## src/rtl/gs_pwm_pkg.sv

```systemverilog
package gs_pwm_pkg;
  parameter int GS_BITS_DEF    = 12;
  parameter int CH_PER_GRP_DEF = 8;
  parameter int NUM_GRP_DEF    = 3;
endpackage

```

## src/rtl/gs_latch_edge.sv

```systemverilog
module gs_latch_edge (
  input  logic clk,
  input  logic rst_n,
  input  logic latch,
  output logic latch_prev,
  output logic latch_rise
);
  logic prev_q, prev_d;

  always_comb prev_d = latch;

  always_ff @(posedge clk or negedge rst_n) begin
    if (!rst_n) prev_q <= 1'b0;
    else        prev_q <= prev_d;
  end

  assign latch_prev = prev_q;
  assign latch_rise = latch & ~prev_q;
endmodule

```

## src/rtl/gs_group_counter.sv

```systemverilog
module gs_group_counter #(
  parameter int GS_BITS = 12,
  localparam int CW = GS_BITS + 1
) (
  input  logic          clk,
  input  logic          rst_n,
  input  logic          clr,
  input  logic          stb,
  output logic [CW-1:0] cnt
);
  localparam logic [CW-1:0] TERM = CW'(1) << GS_BITS;

  logic [CW-1:0] cnt_q, cnt_d;
  logic          cnt_en;

  always_comb begin
    cnt_en = clr | (stb & (cnt_q != TERM));
    cnt_d  = cnt_q;
    if (clr)         cnt_d = '0;
    else if (cnt_en) cnt_d = cnt_q + 1'b1;
  end

  always_ff @(posedge clk or negedge rst_n) begin
    if (!rst_n)      cnt_q <= '0;
    else if (cnt_en) cnt_q <= cnt_d;
  end

  assign cnt = cnt_q;
endmodule

```

## src/rtl/gs_channel_compare.sv

```systemverilog
module gs_channel_compare #(
  parameter int GS_BITS = 12,
  parameter int NCH     = 8,
  localparam int CW = GS_BITS + 1
) (
  input  logic                 en,
  input  logic [CW-1:0]        cnt,
  input  logic [NCH*GS_BITS-1:0] codes,
  output logic [NCH-1:0]       on
);
  logic cnt_live;
  assign cnt_live = en & (cnt != '0);

  for (genvar i = 0; i < NCH; i++) begin : g_ch
    logic [CW-1:0] code_ext;
    assign code_ext = {1'b0, codes[i*GS_BITS +: GS_BITS]};
    assign on[i]    = cnt_live & (cnt <= code_ext);
  end
endmodule

```

## src/rtl/gs_code_bank.sv

```systemverilog
module gs_code_bank #(
  parameter int W = 288
) (
  input  logic         clk,
  input  logic         rst_n,
  input  logic         load,
  input  logic [W-1:0] d,
  output logic [W-1:0] q
);
  logic [W-1:0] q_r, q_d;

  always_comb q_d = load ? d : q_r;

  always_ff @(posedge clk or negedge rst_n) begin
    if (!rst_n)    q_r <= '0;
    else if (load) q_r <= q_d;
  end

  assign q = q_r;
endmodule

```

## src/rtl/gs_pwm_engine.sv

```systemverilog
module gs_pwm_engine
  import gs_pwm_pkg::*;
#(
  parameter int GS_BITS    = GS_BITS_DEF,
  parameter int CH_PER_GRP = CH_PER_GRP_DEF,
  parameter int NUM_GRP    = NUM_GRP_DEF,
  localparam int NCH = CH_PER_GRP * NUM_GRP,
  localparam int SW  = NCH * GS_BITS,
  localparam int CW  = GS_BITS + 1
) (
  input  logic               clk,
  input  logic               rst_n,
  input  logic               blank_n,
  input  logic [NUM_GRP-1:0] gclk_stb,
  input  logic               latch,
  input  logic [SW-1:0]      stage_word,
  output logic [NCH-1:0]     ch_on
);
  logic              latch_prev, latch_rise;
  logic [SW-1:0]     act_codes;
  logic [NUM_GRP*CW-1:0] grp_cnt;

  gs_latch_edge u_edge (
    .clk        (clk),
    .rst_n      (rst_n),
    .latch      (latch),
    .latch_prev (latch_prev),
    .latch_rise (latch_rise)
  );

  gs_code_bank #(.W(SW)) u_bank (
    .clk   (clk),
    .rst_n (rst_n),
    .load  (latch_rise),
    .d     (stage_word),
    .q     (act_codes)
  );

  localparam int GSW = CH_PER_GRP * GS_BITS;

  for (genvar g = 0; g < NUM_GRP; g++) begin : g_grp
    gs_group_counter #(.GS_BITS(GS_BITS)) u_cnt (
      .clk   (clk),
      .rst_n (rst_n),
      .clr   (~blank_n),
      .stb   (gclk_stb[g]),
      .cnt   (grp_cnt[g*CW +: CW])
    );

    gs_channel_compare #(.GS_BITS(GS_BITS), .NCH(CH_PER_GRP)) u_cmp (
      .en    (blank_n),
      .cnt   (grp_cnt[g*CW +: CW]),
      .codes (act_codes[g*GSW +: GSW]),
      .on    (ch_on[g*CH_PER_GRP +: CH_PER_GRP])
    );
  end
endmodule

```

## config.mk

```make
export PLATFORM = sky130hd
export DESIGN_NAME = gs_pwm_engine
export DESIGN_NICKNAME = d
export VERILOG_FILES = /design/src/rtl/gs_pwm_pkg.sv /design/src/rtl/gs_latch_edge.sv /design/src/rtl/gs_group_counter.sv /design/src/rtl/gs_channel_compare.sv /design/src/rtl/gs_code_bank.sv /design/src/rtl/gs_pwm_engine.sv
export SDC_FILE = /design/constraint.sdc
export NUM_CORES = 1
export LEC_CHECK = 0
export ABC_CLOCK_PERIOD_IN_PS = 2350
export BUFFER_PORTS_ARGS = -buffer_cell sky130_fd_sc_hd__buf_2
export CELL_PAD_IN_SITES_DETAIL_PLACEMENT = 0
export CELL_PAD_IN_SITES_GLOBAL_PLACEMENT = 1
export CORE_ASPECT_RATIO = 0.8
export CORE_UTILIZATION = 40
export DETAILED_ROUTE_END_ITERATION = 10
export PLACE_DENSITY_LB_ADDON = 0.12
export SKIP_LAST_GASP = 1
export SYNTH_ARGS = -nofsm -noshare
export SYNTH_HDL_FRONTEND = slang
export SYNTH_SLANG_ARGS = --single-unit
export TNS_END_PERCENT = 20
```

## constraint.sdc

```tcl
create_clock -name clk -period 2.35 [get_ports clk]
set_clock_uncertainty 0.1 [all_clocks]
set_input_delay 0.3525 -clock clk [delete_from_list [all_inputs] [get_ports clk]]
set_output_delay 0.3525 -clock clk [all_outputs]
set_load 0.1 [all_outputs]
```

==> reports/results.txt <==
Y dimension of the die - 199.6 µm
Cell types with the highest counts after synthesis - nand2_1, dfrtp_1, inv_1, ha_1, o21ai_0
Leakage power figure - 14.21 nW
Pin count of the biggest net entering global routing - 117
Max-slew violation count - 0
Synth-to-Final Area Change - 46.81%
Total setup violations reported at the end of the flow - 24
Tightest Pin Transition - 499.0 ps
Worst-path fanout max - 9
Fillers - 4,142
Period Utilization, post-route - 131.2%
GPL Wtd Cong - 0.8590
Insertion delay of the later-clocked pin in the worst-skew pair - 550 ps
Post-CTS clock slew at the launch and capture registers of the worst setup and hold paths - 60 ps
Leading register cell type out of synthesis - dfrtp_1
Yosys warnings - 0
Placed wire-length estimate after detailed placement - 42.26 mm
Residual antenna-violating net count after detailed routing - 0
Number of CTS-inserted buffers - 37
Post-layout instance count excluding filler cells - 3,543
MaxCap Viol Count - 0
Post-synthesis sequential area ratio - 42.06%
Fraction of final layout cells with drive strength greater than 1 - 23.48%
Post-layout minimum cycle time - 3083 ps
Number of antenna violations at the first check in global routing - 3
Vias in the first global route - 17,660
PnR worst setup slack - -732.8 ps
Aggregate global routing overflow - 0
Unique cell type count in the Yosys netlist - 42
Number of DRC markers in iteration 0 - 890
Total core area - 48,290 µm²
Critical path arrival - 2630 ps
Cell Count Post-Placement - 3,155
Cells after Synth - 2,145
Placement Rows - 72
Global router's overall resource usage - 24.20%
Asr flop ratio synth - 100.0%
Fraction of the core area covered by cells at the end of the flow - 59.34%
Count of buffers inserted at the top-level ports - 318
Violations in the final reports - setup timing
# IOs - 319
Die area - 49,680 µm²
Initial Util - 40.42%
Layout Cell Area excl Fill - 28,650 µm²
Most common cell in the netlist - nand2_1
Post-Route Hold Slack - 40.48 ps
Run status - finished, violations left
Die extent in x - 249.0 µm
Total number of vias - 17,540
CTS tree - yes
Max Clock Freq - 324.4 MHz
Wire length per cell after detailed routing - 17.00 µm
Slew Limit Headroom - 66.73%
Overall routed net length - 60.24 mm
Critical path startpoint category - flop
Number of H-tree levels - 2
CTS max path bufs - 3
Required time of the worst setup path - 1900 ps
Final hold vios - 0
Most area-hungry cell type in the Yosys netlist - dfrtp_1
Crit Path Category - reg2out
Power density of the placed cells - 561.4 nW/µm²
Mean cell area of the mapped netlist - 9.098 µm²
Post-place instance area - 23,950 µm²
Initial DRT Pass Iterations - 5
Top cell type's share of synthesized area - 42.06%
Post-synthesis instance area - 19,520 µm²
Per-cell via count in the routed design - 4.950
Worst voltage drop across the vdd grid - 0.4962 mV
EDFF count, synth - 0
Synthesis-stage register bit count - 328
Endpoint class of the critical path - output port
Root buf cell - clkbuf_16
Drt drc - 0
Setup TNS after final layout - -16,530 ps
First-pass GRT wire length - 95.02 mm
Count of nets after finishing - 3,478
Net Count, Synth - 2,734
Min-delay worst type - in2reg
Total number of clock tree sinks - 328
Unrepaired setup endpoints after global routing - true
Ranking of synthesized cells by area - dfrtp_1, ha_1, o21ai_0
-- metrics by stage --
step | total power, mW | setup WS, ps
2_1_floorplan | 8.595 | -215.1
3_3_place_gp | 9.923 | -335.7
3_5_place_dp | 10.01 | -380.6
4_1_cts | 16.23 | -738.0
5_1_grt | 16.96 | -809.9
6_report | 16.08 | -732.8
-- registers in the layout (all words and copies together), names as in the netlist --
signal	flops
u_edge.latch_prev	1
u_bank.q	288
g_grp.u_cnt.cnt	39
-- area by class of cell --
cell class                 count  area (µm²)  area share, %
timing repair buffer         778        6583          22.97
sequential                   328        8243          28.77
clock buffer                  55        1033          3.607
clock inverter                 8       115.1         0.4017
multi-input combinational   1449       10780          37.63
tap                          629       787.0          2.747
inverter                     295        1107          3.865
antenna                        1       2.502       0.008734
-- cells by family (layout without fill, tap and decap cells) --
| kind of cell | count (synthesis) | count (layout) | share of synthesized area, % |
|---|---|---|---|
| and+or+nand+nor | 606 | 606 | 14.72 |
| AOI/OAI and AO/OA | 492 | 492 | 14.23 |
| buffers and inverters | 368 | 1136 | 7.277 |
| DFF | 328 | 328 | 42.06 |
| adders and majority gates | 294 | 294 | 18.85 |
| xor gates and xnor gates | 33 | 33 | 1.481 |
| muxes | 24 | 24 | 1.385 |
| other | 0 | 1 | 0 |
-- layer usage --
layer | vias to the layer above | GRT usage, % | wire, µm
met1 | 8345 | 34.66 | 29710
li1 | 8809 | - | -
met4 | 2 | 5.912 | 1090
met5 | - | 0 | 11
met2 | 311 | 38.77 | 27430
met3 | 71 | 3.022 | 1999
-- critical path, stage by stage, from the launching register on --
cell	delay [ps]
dfrtp_2	600
ha_4	270
and4_1	200
a221o_1	320
a211o_1	300
a21oi_4	190
buf_12	200
-- cells in the final DEF, fill, tap and decap left out, types with 63 or more instances in the layout --
cell type,n
a21oi_1,63
buf_2,296
buf_4,127
dfrtp_1,304
dlygate4sd3_1,289
ha_1,258
inv_1,295
nand2_1,338
nand3_1,63
o21ai_0,288
-- what timing repair did --
action / in CTS / in global routing
buffers inserted: 23 / 13
resized for setup: 29 / 33
pin swaps: 29 / 31
hold buffers: 289 / 0
endpoints found under the hold margin: 354 / 0
setup endpoints to repair: 24 / 24
-- report_power, final --
group	switching, mW	total [mW]	leakage [nW]	internal, mW
registers	0.201	6.49	4.04	6.29
clock network	2.36	5.72	0.563	3.36
logic	2.17	3.87	9.61	1.70
-- final timing paths --
check | startpoint | to | slack [ps] | cells after the start
worst max register to register | g_grp[0].u_cnt.cnt[6] | g_grp[0].u_cnt.cnt[0] | 260 | 7
worst min register to register | u_bank.q[144] | u_bank.q[144] | 410 | 1
worst max-delay path | g_grp[2].u_cnt.cnt[4] | ch_on[19] | -730 | 6
max in group asynchronous | rst_n | g_grp[1].u_cnt.cnt[1] | 1210 | 3
worst min-delay path | stage_word[202] | u_bank.q[202] | 40 | 3
min in group asynchronous | rst_n | u_bank.q[246] | 190 | 2
Power figures use the tool's default switching activity.
